--- src/rtl/adc_deser_pkg.sv ---
package adc_deser_pkg;

  // Strobes from the alignment controller to the lane datapath.
  typedef struct packed {
    logic slipStep;   // advance the shared window offset by one bit
  } deser_ctrl_t;

endpackage

--- src/rtl/adc_deser_path.sv ---
module adc_deser_path
  import adc_deser_pkg::*;
#(
  parameter int NUM_LANES = 5,
  parameter int WORD_W    = 12
) (
  input  logic                               clk,
  input  logic                               rst,
  input  logic [NUM_LANES-1:0]               laneIn,
  input  deser_ctrl_t                        ctrl,
  output logic [NUM_LANES-1:0][WORD_W-1:0]   laneWords,
  output logic                               wordValid
);
  localparam int PAIRS  = WORD_W / 2;
  localparam int HIST_W = 2 * WORD_W;
  localparam int CNT_W  = $clog2(PAIRS);
  localparam int POS_W  = $clog2(WORD_W);

  logic [NUM_LANES-1:0] riseCap;
  logic [NUM_LANES-1:0] fallCap;
  logic [CNT_W-1:0]     pairCnt;
  logic [POS_W-1:0]     slipPos;
  logic                 wordDue;

  // Falling-edge capture; re-registered into the rising domain by the history shift.
  always_ff @(negedge clk) begin
    if (rst) fallCap <= '0;
    else     fallCap <= laneIn;
  end

  always_ff @(posedge clk) begin
    if (rst) riseCap <= '0;
    else     riseCap <= laneIn;
  end

  assign wordDue = (pairCnt == CNT_W'(PAIRS - 1));

  always_ff @(posedge clk) begin
    if (rst) begin
      pairCnt   <= '0;
      wordValid <= 1'b0;
    end else begin
      pairCnt   <= wordDue ? '0 : pairCnt + 1'b1;
      wordValid <= wordDue;
    end
  end

  always_ff @(posedge clk) begin
    if (rst) begin
      slipPos <= '0;
    end else if (ctrl.slipStep) begin
      slipPos <= (slipPos == POS_W'(WORD_W - 1)) ? '0 : slipPos + 1'b1;
    end
  end

  for (genvar g = 0; g < NUM_LANES; g++) begin : g_lane
    logic [HIST_W-1:0] hist;
    logic [WORD_W-1:0] wordWin;
    logic [WORD_W-1:0] wordQ;

    always_ff @(posedge clk) begin
      if (rst) hist <= '0;
      else     hist <= {hist[HIST_W-3:0], riseCap[g], fallCap[g]};
    end

    assign wordWin = WORD_W'(hist >> slipPos);

    always_ff @(posedge clk) begin
      if (rst)          wordQ <= '0;
      else if (wordDue) wordQ <= wordWin;
    end

    assign laneWords[g] = wordQ;
  end

  p_valid_gap_r1: assert property (@(posedge clk) disable iff (rst)
    wordValid |=> !wordValid);

  p_slip_range_r7: assert property (@(posedge clk) disable iff (rst)
    slipPos <= POS_W'(WORD_W - 1));

  p_slip_wrap_r7: assert property (@(posedge clk) disable iff (rst)
    (ctrl.slipStep && slipPos == POS_W'(WORD_W - 1)) |=> (slipPos == '0));

endmodule

--- src/rtl/adc_deser_ctrl.sv ---
module adc_deser_ctrl
  import adc_deser_pkg::*;
#(
  parameter int                WORD_W        = 12,
  parameter logic [WORD_W-1:0] FRAME_PATTERN = 12'h03F,
  parameter int                LOCK_COUNT    = 3,
  parameter int                SETTLE_WORDS  = 2
) (
  input  logic              clk,
  input  logic              rst,
  input  logic [WORD_W-1:0] frameWord,
  input  logic              wordValid,
  output deser_ctrl_t       ctrl,
  output logic              locked
);
  localparam int MATCH_W = $clog2(LOCK_COUNT + 1);
  localparam int SET_W   = $clog2(SETTLE_WORDS + 1);

  logic [MATCH_W-1:0] matchCnt;
  logic [SET_W-1:0]   settleCnt;
  logic               frameHit;
  logic               judge;

  assign frameHit      = (frameWord == FRAME_PATTERN);
  assign judge         = wordValid && (settleCnt == '0);
  assign ctrl.slipStep = judge && !frameHit;

  always_ff @(posedge clk) begin
    if (rst) begin
      matchCnt  <= '0;
      settleCnt <= '0;
      locked    <= 1'b0;
    end else if (wordValid) begin
      if (settleCnt != '0) begin
        settleCnt <= settleCnt - 1'b1;
      end else if (frameHit) begin
        if (matchCnt >= MATCH_W'(LOCK_COUNT - 1)) locked <= 1'b1;
        else                                       matchCnt <= matchCnt + 1'b1;
      end else begin
        matchCnt  <= '0;
        locked    <= 1'b0;
        settleCnt <= SET_W'(SETTLE_WORDS);
      end
    end
  end

  // Checker state: words seen since the last slip, saturating.
  logic [SET_W-1:0] sinceSlip;
  always_ff @(posedge clk) begin
    if (rst)                  sinceSlip <= SET_W'(SETTLE_WORDS);
    else if (ctrl.slipStep)   sinceSlip <= '0;
    else if (wordValid && sinceSlip < SET_W'(SETTLE_WORDS))
                              sinceSlip <= sinceSlip + 1'b1;
  end

  p_lock_on_hit_r5: assert property (@(posedge clk) disable iff (rst)
    $rose(locked) |-> $past(wordValid && frameWord == FRAME_PATTERN));

  p_unlock_on_miss_r6: assert property (@(posedge clk) disable iff (rst)
    (locked && wordValid && frameWord != FRAME_PATTERN) |=> !locked);

  p_slip_unlocks_r4: assert property (@(posedge clk) disable iff (rst)
    ctrl.slipStep |=> !locked);

  p_settle_gap_r9: assert property (@(posedge clk) disable iff (rst)
    ctrl.slipStep |-> (sinceSlip == SET_W'(SETTLE_WORDS)));

endmodule

--- src/rtl/adc_frame_deser.sv ---
module adc_frame_deser
  import adc_deser_pkg::*;
#(
  parameter int                DATA_LANES    = 4,
  parameter int                WORD_W        = 12,
  parameter int                LOCK_COUNT    = 3,
  parameter int                SETTLE_WORDS  = 2,
  parameter logic [WORD_W-1:0] FRAME_PATTERN = {{(WORD_W/2){1'b0}}, {(WORD_W/2){1'b1}}}
) (
  input  logic                                 clk,
  input  logic                                 rst,
  input  logic                                 frameIn,
  input  logic [DATA_LANES-1:0]                dataIn,
  output logic [DATA_LANES-1:0][WORD_W-1:0]    dataWords,
  output logic [WORD_W-1:0]                    frameWord,
  output logic                                 wordValid,
  output logic                                 locked
);
  localparam int NUM_LANES = DATA_LANES + 1;

  logic [NUM_LANES-1:0]             laneIn;
  logic [NUM_LANES-1:0][WORD_W-1:0] laneWords;
  deser_ctrl_t                      ctrl;

  assign laneIn    = {dataIn, frameIn};
  assign frameWord = laneWords[0];
  assign dataWords = laneWords[NUM_LANES-1:1];

  adc_deser_path #(
    .NUM_LANES (NUM_LANES),
    .WORD_W    (WORD_W)
  ) path_i (
    .clk       (clk),
    .rst       (rst),
    .laneIn    (laneIn),
    .ctrl      (ctrl),
    .laneWords (laneWords),
    .wordValid (wordValid)
  );

  adc_deser_ctrl #(
    .WORD_W        (WORD_W),
    .FRAME_PATTERN (FRAME_PATTERN),
    .LOCK_COUNT    (LOCK_COUNT),
    .SETTLE_WORDS  (SETTLE_WORDS)
  ) ctrl_i (
    .clk       (clk),
    .rst       (rst),
    .frameWord (frameWord),
    .wordValid (wordValid),
    .ctrl      (ctrl),
    .locked    (locked)
  );

endmodule

--- config.mk ---
export PLATFORM = sky130hd
export DESIGN_NAME = adc_frame_deser
export DESIGN_NICKNAME = d
export VERILOG_FILES = /design/src/rtl/adc_deser_pkg.sv /design/src/rtl/adc_deser_path.sv /design/src/rtl/adc_deser_ctrl.sv /design/src/rtl/adc_frame_deser.sv
export SDC_FILE = /design/constraint.sdc
export NUM_CORES = 1
export LEC_CHECK = 0
export ABC_AREA = 1
export BUFFER_PORTS_ARGS = -buffer_cell sky130_fd_sc_hd__buf_2
export CORE_UTILIZATION = 29
export CTS_CLUSTER_DIAMETER = 50
export DETAILED_ROUTE_END_ITERATION = 10
export SYNTH_ARGS = -nofsm -noshare
export SYNTH_HDL_FRONTEND = slang
export SYNTH_SLANG_ARGS = --single-unit
--- constraint.sdc ---
create_clock -name clk -period 1.6 [get_ports clk]
set_input_delay 0.08 -clock clk [delete_from_list [all_inputs] [get_ports clk]]
set_output_delay 0.08 -clock clk [all_outputs]
set_load 0.01 [all_outputs]
# [Yosys cells after proc, flatten, opt, wreduce, memory -nomap -nowiden]
# Index checks and enable logic that the tools add are counted.
[word_totals] regBits=203 latchBits=0 ramBits=0 mem_bits_ro=0 input_bits=7 output_inout_bits=62 n_memories=0
[op_classes] addsub=4 n_mul=0 div_mod_pow=0 magnitude_cmp=1 eq_ne=6 shift=5 mux=8 n_bitwise=1 reduce_logical=9
[ops] cell="$shr 24x4->12" n=5
[ops] cell="$eq 12x6->1 const B" n=1
[ops] cell="$mux 2" n=4
[ops] cell="$ne 2x2->1 const B" n=3
[ops] cell="$reduce_and 3->1" n=2
[ops] cell="$mux 5" n=1
[ops] cell="$add 4x1->4 const B" n=1
[ops] cell="$eq 4x4->1 const B" n=1
[ops] cell="$mux 4" n=1
[ops] cell="$add 3x1->3 const B" n=1
[ops] cell="$eq 3x3->1 const B" n=1
[ops] cell="$add 2x1->2 const B" n=1
[ops] cell="$ge 2x2->1 const B" n=1
[ops] cell="$logic_and 1x1->1" n=2
[ops] cell="$logic_not 2->1" n=1
[ops] cell="$mux 1" n=2
[ops] cell="$reduce_and 2->1" n=1
[ops] cell="$reduce_bool 2->1" n=1
[ops] cell="$reduce_or 2->1" n=1
[ops] cell="$sub 2x1->2 const B" n=1
[ops] cell="$logic_not 1->1" n=1
[ops] cell="$not 1->1" n=1

# [Longest topological paths before layout]
[logic_depth] word_depth=3 mapped_depth=9 depth_no_buf=9

# [Hierarchy]
# From an unflattened synthesis, not the netlist that was laid out.
[hier_totals] hier_cells=1691 area_unflattened_um2=10445.0
[modules_own_cells] module="adc_deser_path" instances=1 cells_per_inst=1635 area_each_um2=10093.4 seq_area_each_um2=3963.8
[modules_own_cells] module="adc_deser_ctrl" instances=1 cells_per_inst=56 area_each_um2=351.6 seq_area_each_um2=100.1

==> metrics.md <==
| Metric | Value |
|---|---|
| Area Growth Syn to Fin | `17.2%` |
| Die height | `191 microns` |
| Met2 routed WL | `12.5 mm` |
| Max H-tree Level | `1` |
| Max stage delay on crit path | `0.37 ns` |
| Status | `completed` |
| Crit path launch type | `register` |
| Total Wirelength | `29.0 mm` |
| Die area | `36,600 sq um` |
| Routed wire per std cell | `13.6 microns` |
| Worst-Margin Slew | `0.420 ns` |
| Sequential cell area fraction in the yosys report | `0.391` |
| Ys Warns | `0` |
| CP required | `2.03 ns` |
| Worst IR Drop VDD | `0.000658 V` |
| Post-CTS Setup Inserts | `0` |
| Compound-gate portion of the synthesized area | `0.0188` |
| Power density of the placed cells | `940 nW/um^2` |
| Port buffer count | `68` |
| Clock Path Buffers | `3` |
| Slowest CP cell | `dfxtp_4` |
| Sink Count | `203` |
| Largest fanout on the critical path | `47` |
| Die Wd | `191 microns` |
| Most common cell after layout, fill and taps aside | `nand3_1` |
| Hold path startpoint | `path_i.riseCap[4]` |
| Vias in the first global route | `9,652` |
| DRT iter0 DRCs | `943` |
| TNS Setup | `0 ns` |
| Final GP Congestion | `0.862` |
| Worst hold margin | `0.398 ns` |
| Clock Skews | `0.0586 ns` |
| Total number of vias | `10,500` |
| Std-Cell Rows | `68` |
| Grt total ovfl | `0` |
| CP Capture Type | `register` |
| Drc violations | `0` |
| Final Max Slew Viols | `0` |
| Largest family of logic cells by synthesized area | `simple AND/OR/NAND/NOR gates` |
| M1 WL | `13.6 mm` |
| Gr usage total | `0.159` |
| Core region area | `34,900 sq um` |
| Largest net degree at the start of global routing | `74` |
| Antenna violations before repair | `0` |
| Synth Net Count | `1,632` |
| Max layer used | `met4` |
| Final ANT Viol Nets | `0` |
| RSZ-0062 raised after global routing | `no` |
| Post-synthesis simple-gate area fraction | `0.468` |
| Vias per inst | `4.93` |
| Critical Path AT | `1.92 ns` |
| Syn_area_per_cell | `6.42 sq um` |
| Starting Density | `0.298` |
| Dpl cell area | `11,100 sq um` |
| Yosys cell types | `22` |
| Mux cell area share after synthesis | `0` |
| Cell area after layout | `12,200 sq um` |
| Synth Area in XOR/XNOR | `0.00253` |
| Setup-failing EPs final | `0` |
| Clock Root Buffer | `clkbuf_16` |
| CTS tree | `built` |
| Cell area after synthesis | `10,400 sq um` |
| Adder and majority gate portion of the synthesized area | `0.00723` |
| Final Critical Period | `1.49 ns` |
| Critical path's most frequent cell | `nand3_1` |
| Setup crit start | `path_i.slipPos[1]` |
| HP Class | `reg2reg` |
| First-pass GRT wire length | `47.8 mm` |
| Pleak | `5.31 nW` |
| Type of the worst setup path | `reg2reg` |
| Most frequent cells in the layout | `541 x nand3_1, 404 x nand2_1, 200 x dfxtp_1, 155 x nor2_1, 149 x inv_1` |
| Layout Nets | `1,667` |
| Clock transition at path regs | `0.06 ns` |
| I/O pin total | `69` |
| Share of layout cells above drive strength 1 | `0.0974` |
| TritonCTS Buffers | `26` |
| Launching point of the worst reg2reg path | `path_i.slipPos[1]` |
| F_max | `0.671 GHz` |
| Cell count after synthesis | `1,619` |
| Max-Slew Margin vs Limit | `0.720` |
| Max-Cap Viols | `0` |
| Met3 routed WL | `2.29 mm` |
| Final worst path period share | `0.932` |
| Finished Core Util | `0.349` |
| Yosys reg bits | `203` |
| Detailed placement HPWL | `19.5 mm` |
| Worst skew pair latency | `0.58 ns` |
| Endpoints failing hold | `0` |
| CP Cell Sequence | `buf_12 > buf_12 > nand3_1 > nand3_1 > nand3_1 > nand3_1 > nand2_1` |
| # fillers | `3,761` |
| Pre-antenna DRT Iters | `5` |
registers in the layout (all words and copies together), names as in the netlist:
register / flops
path_i.wordValid: 1
path_i.g_lane.wordQ: 60
path_i.g_lane.hist: 120
path_i.fallCap: 5
ctrl_i.matchCnt: 2
path_i.slipPos: 4
ctrl_i.settleCnt: 2
ctrl_i.locked: 1
path_i.pairCnt: 3
path_i.riseCap: 5
where the power goes:
group / leakage, nW / switching (mW) / internal [mW]
registers: 1.64 / 0.0310 / 5.11
clock network: 0.483 / 2.32 / 3.55
logic: 3.18 / 0.293 / 0.152
total: 5.31 / 2.64 / 8.81
path summary, 6_finish.rpt:
kind,endpoint,slack [ns],depth (start not counted)
min reg2reg,path_i.g_lane[4].hist[1],0.40,2
max,path_i.g_lane[3].wordQ[2],0.11,7
min,path_i.g_lane[4].hist[1],0.40,2
max reg2reg,path_i.g_lane[3].wordQ[2],0.11,7
routing by layer:
layer / global-route usage / up-vias
li1: - / 5343
met1: 0.219 / 4724
met2: 0.246 / 391
met3: 0.0360 / 47
met4: 0.0498 / 0
met5: 0 / -
cell families after synthesis:
logic type               count (synthesis)
AND/OR/NAND/NOR                       1111
buffers and inverters                  257
flip-flops                             203
AO/OA/AOI/OAI                           39
adder cells (fa/ha/maj)                  6
XOR/XNOR                                 3
synth_stat cells:
cell | count | share of area
clkbuf_1 | 15 | 0.0054
nand2_1 | 404 | 0.15
xor2_1 | 2 | 0.0017
nand4_1 | 2 | 0.0012
a21oi_1 | 31 | 0.015
nor3_1 | 1 | 0.00048
o21ai_0 | 5 | 0.0024
inv_2 | 6 | 0.0022
xnor2_1 | 1 | 0.00084
nand2_2 | 1 | 0.00060
nor2_1 | 157 | 0.057
or2_2 | 1 | 0.00060
buf_2 | 67 | 0.032
buf_1 | 4 | 0.0014
nand3_1 | 543 | 0.26
o21ai_1 | 3 | 0.0014
buf_4 | 14 | 0.010
buf_6 | 8 | 0.0087
ha_1 | 6 | 0.0072
inv_1 | 143 | 0.052
nor2_2 | 2 | 0.0012
dfxtp_1 | 203 | 0.39
what timing repair did:
| item | in CTS | in global routing |
|---|---|---|
| hold buffers | 11 | 0 |
| gates resized for setup | 0 | 6 |
| endpoints found under the hold margin | 8 | 0 |
| setup endpoints to repair | 0 | 9 |
through the flow:
stage	power, mW	setup WS (ns)	instances
finish	11.4	0.109	2130
CTS	11.6	0.0645	2129
global placement	5.69	0.129	2066
detailed placement	5.69	0.133	2066
floorplan	5.58	0.00818	1619
global route	11.9	0.00686	2129
critical path, delay by kind of cell, from the launching register on:
kind | cells | cell delay (ns)
DFF | 1 | 0.37
and+or+nand+nor | 5 | 0.53
buffers and inverters | 2 | 0.43
layout make-up:
cell class,instances,area (sq um),share of cell area
Multi-Input combinational cell,1159,5190,0.426
Clock buffer,33,793,0.0651
Timing Repair Buffer,111,880,0.0722
Inverter,148,558,0.0458
Tap cell,455,569,0.0467
Clock inverter,20,113,0.00925
Antenna cell,1,2.50,0.000205
Sequential cell,203,4070,0.334
Power figures use the tool's default switching activity.
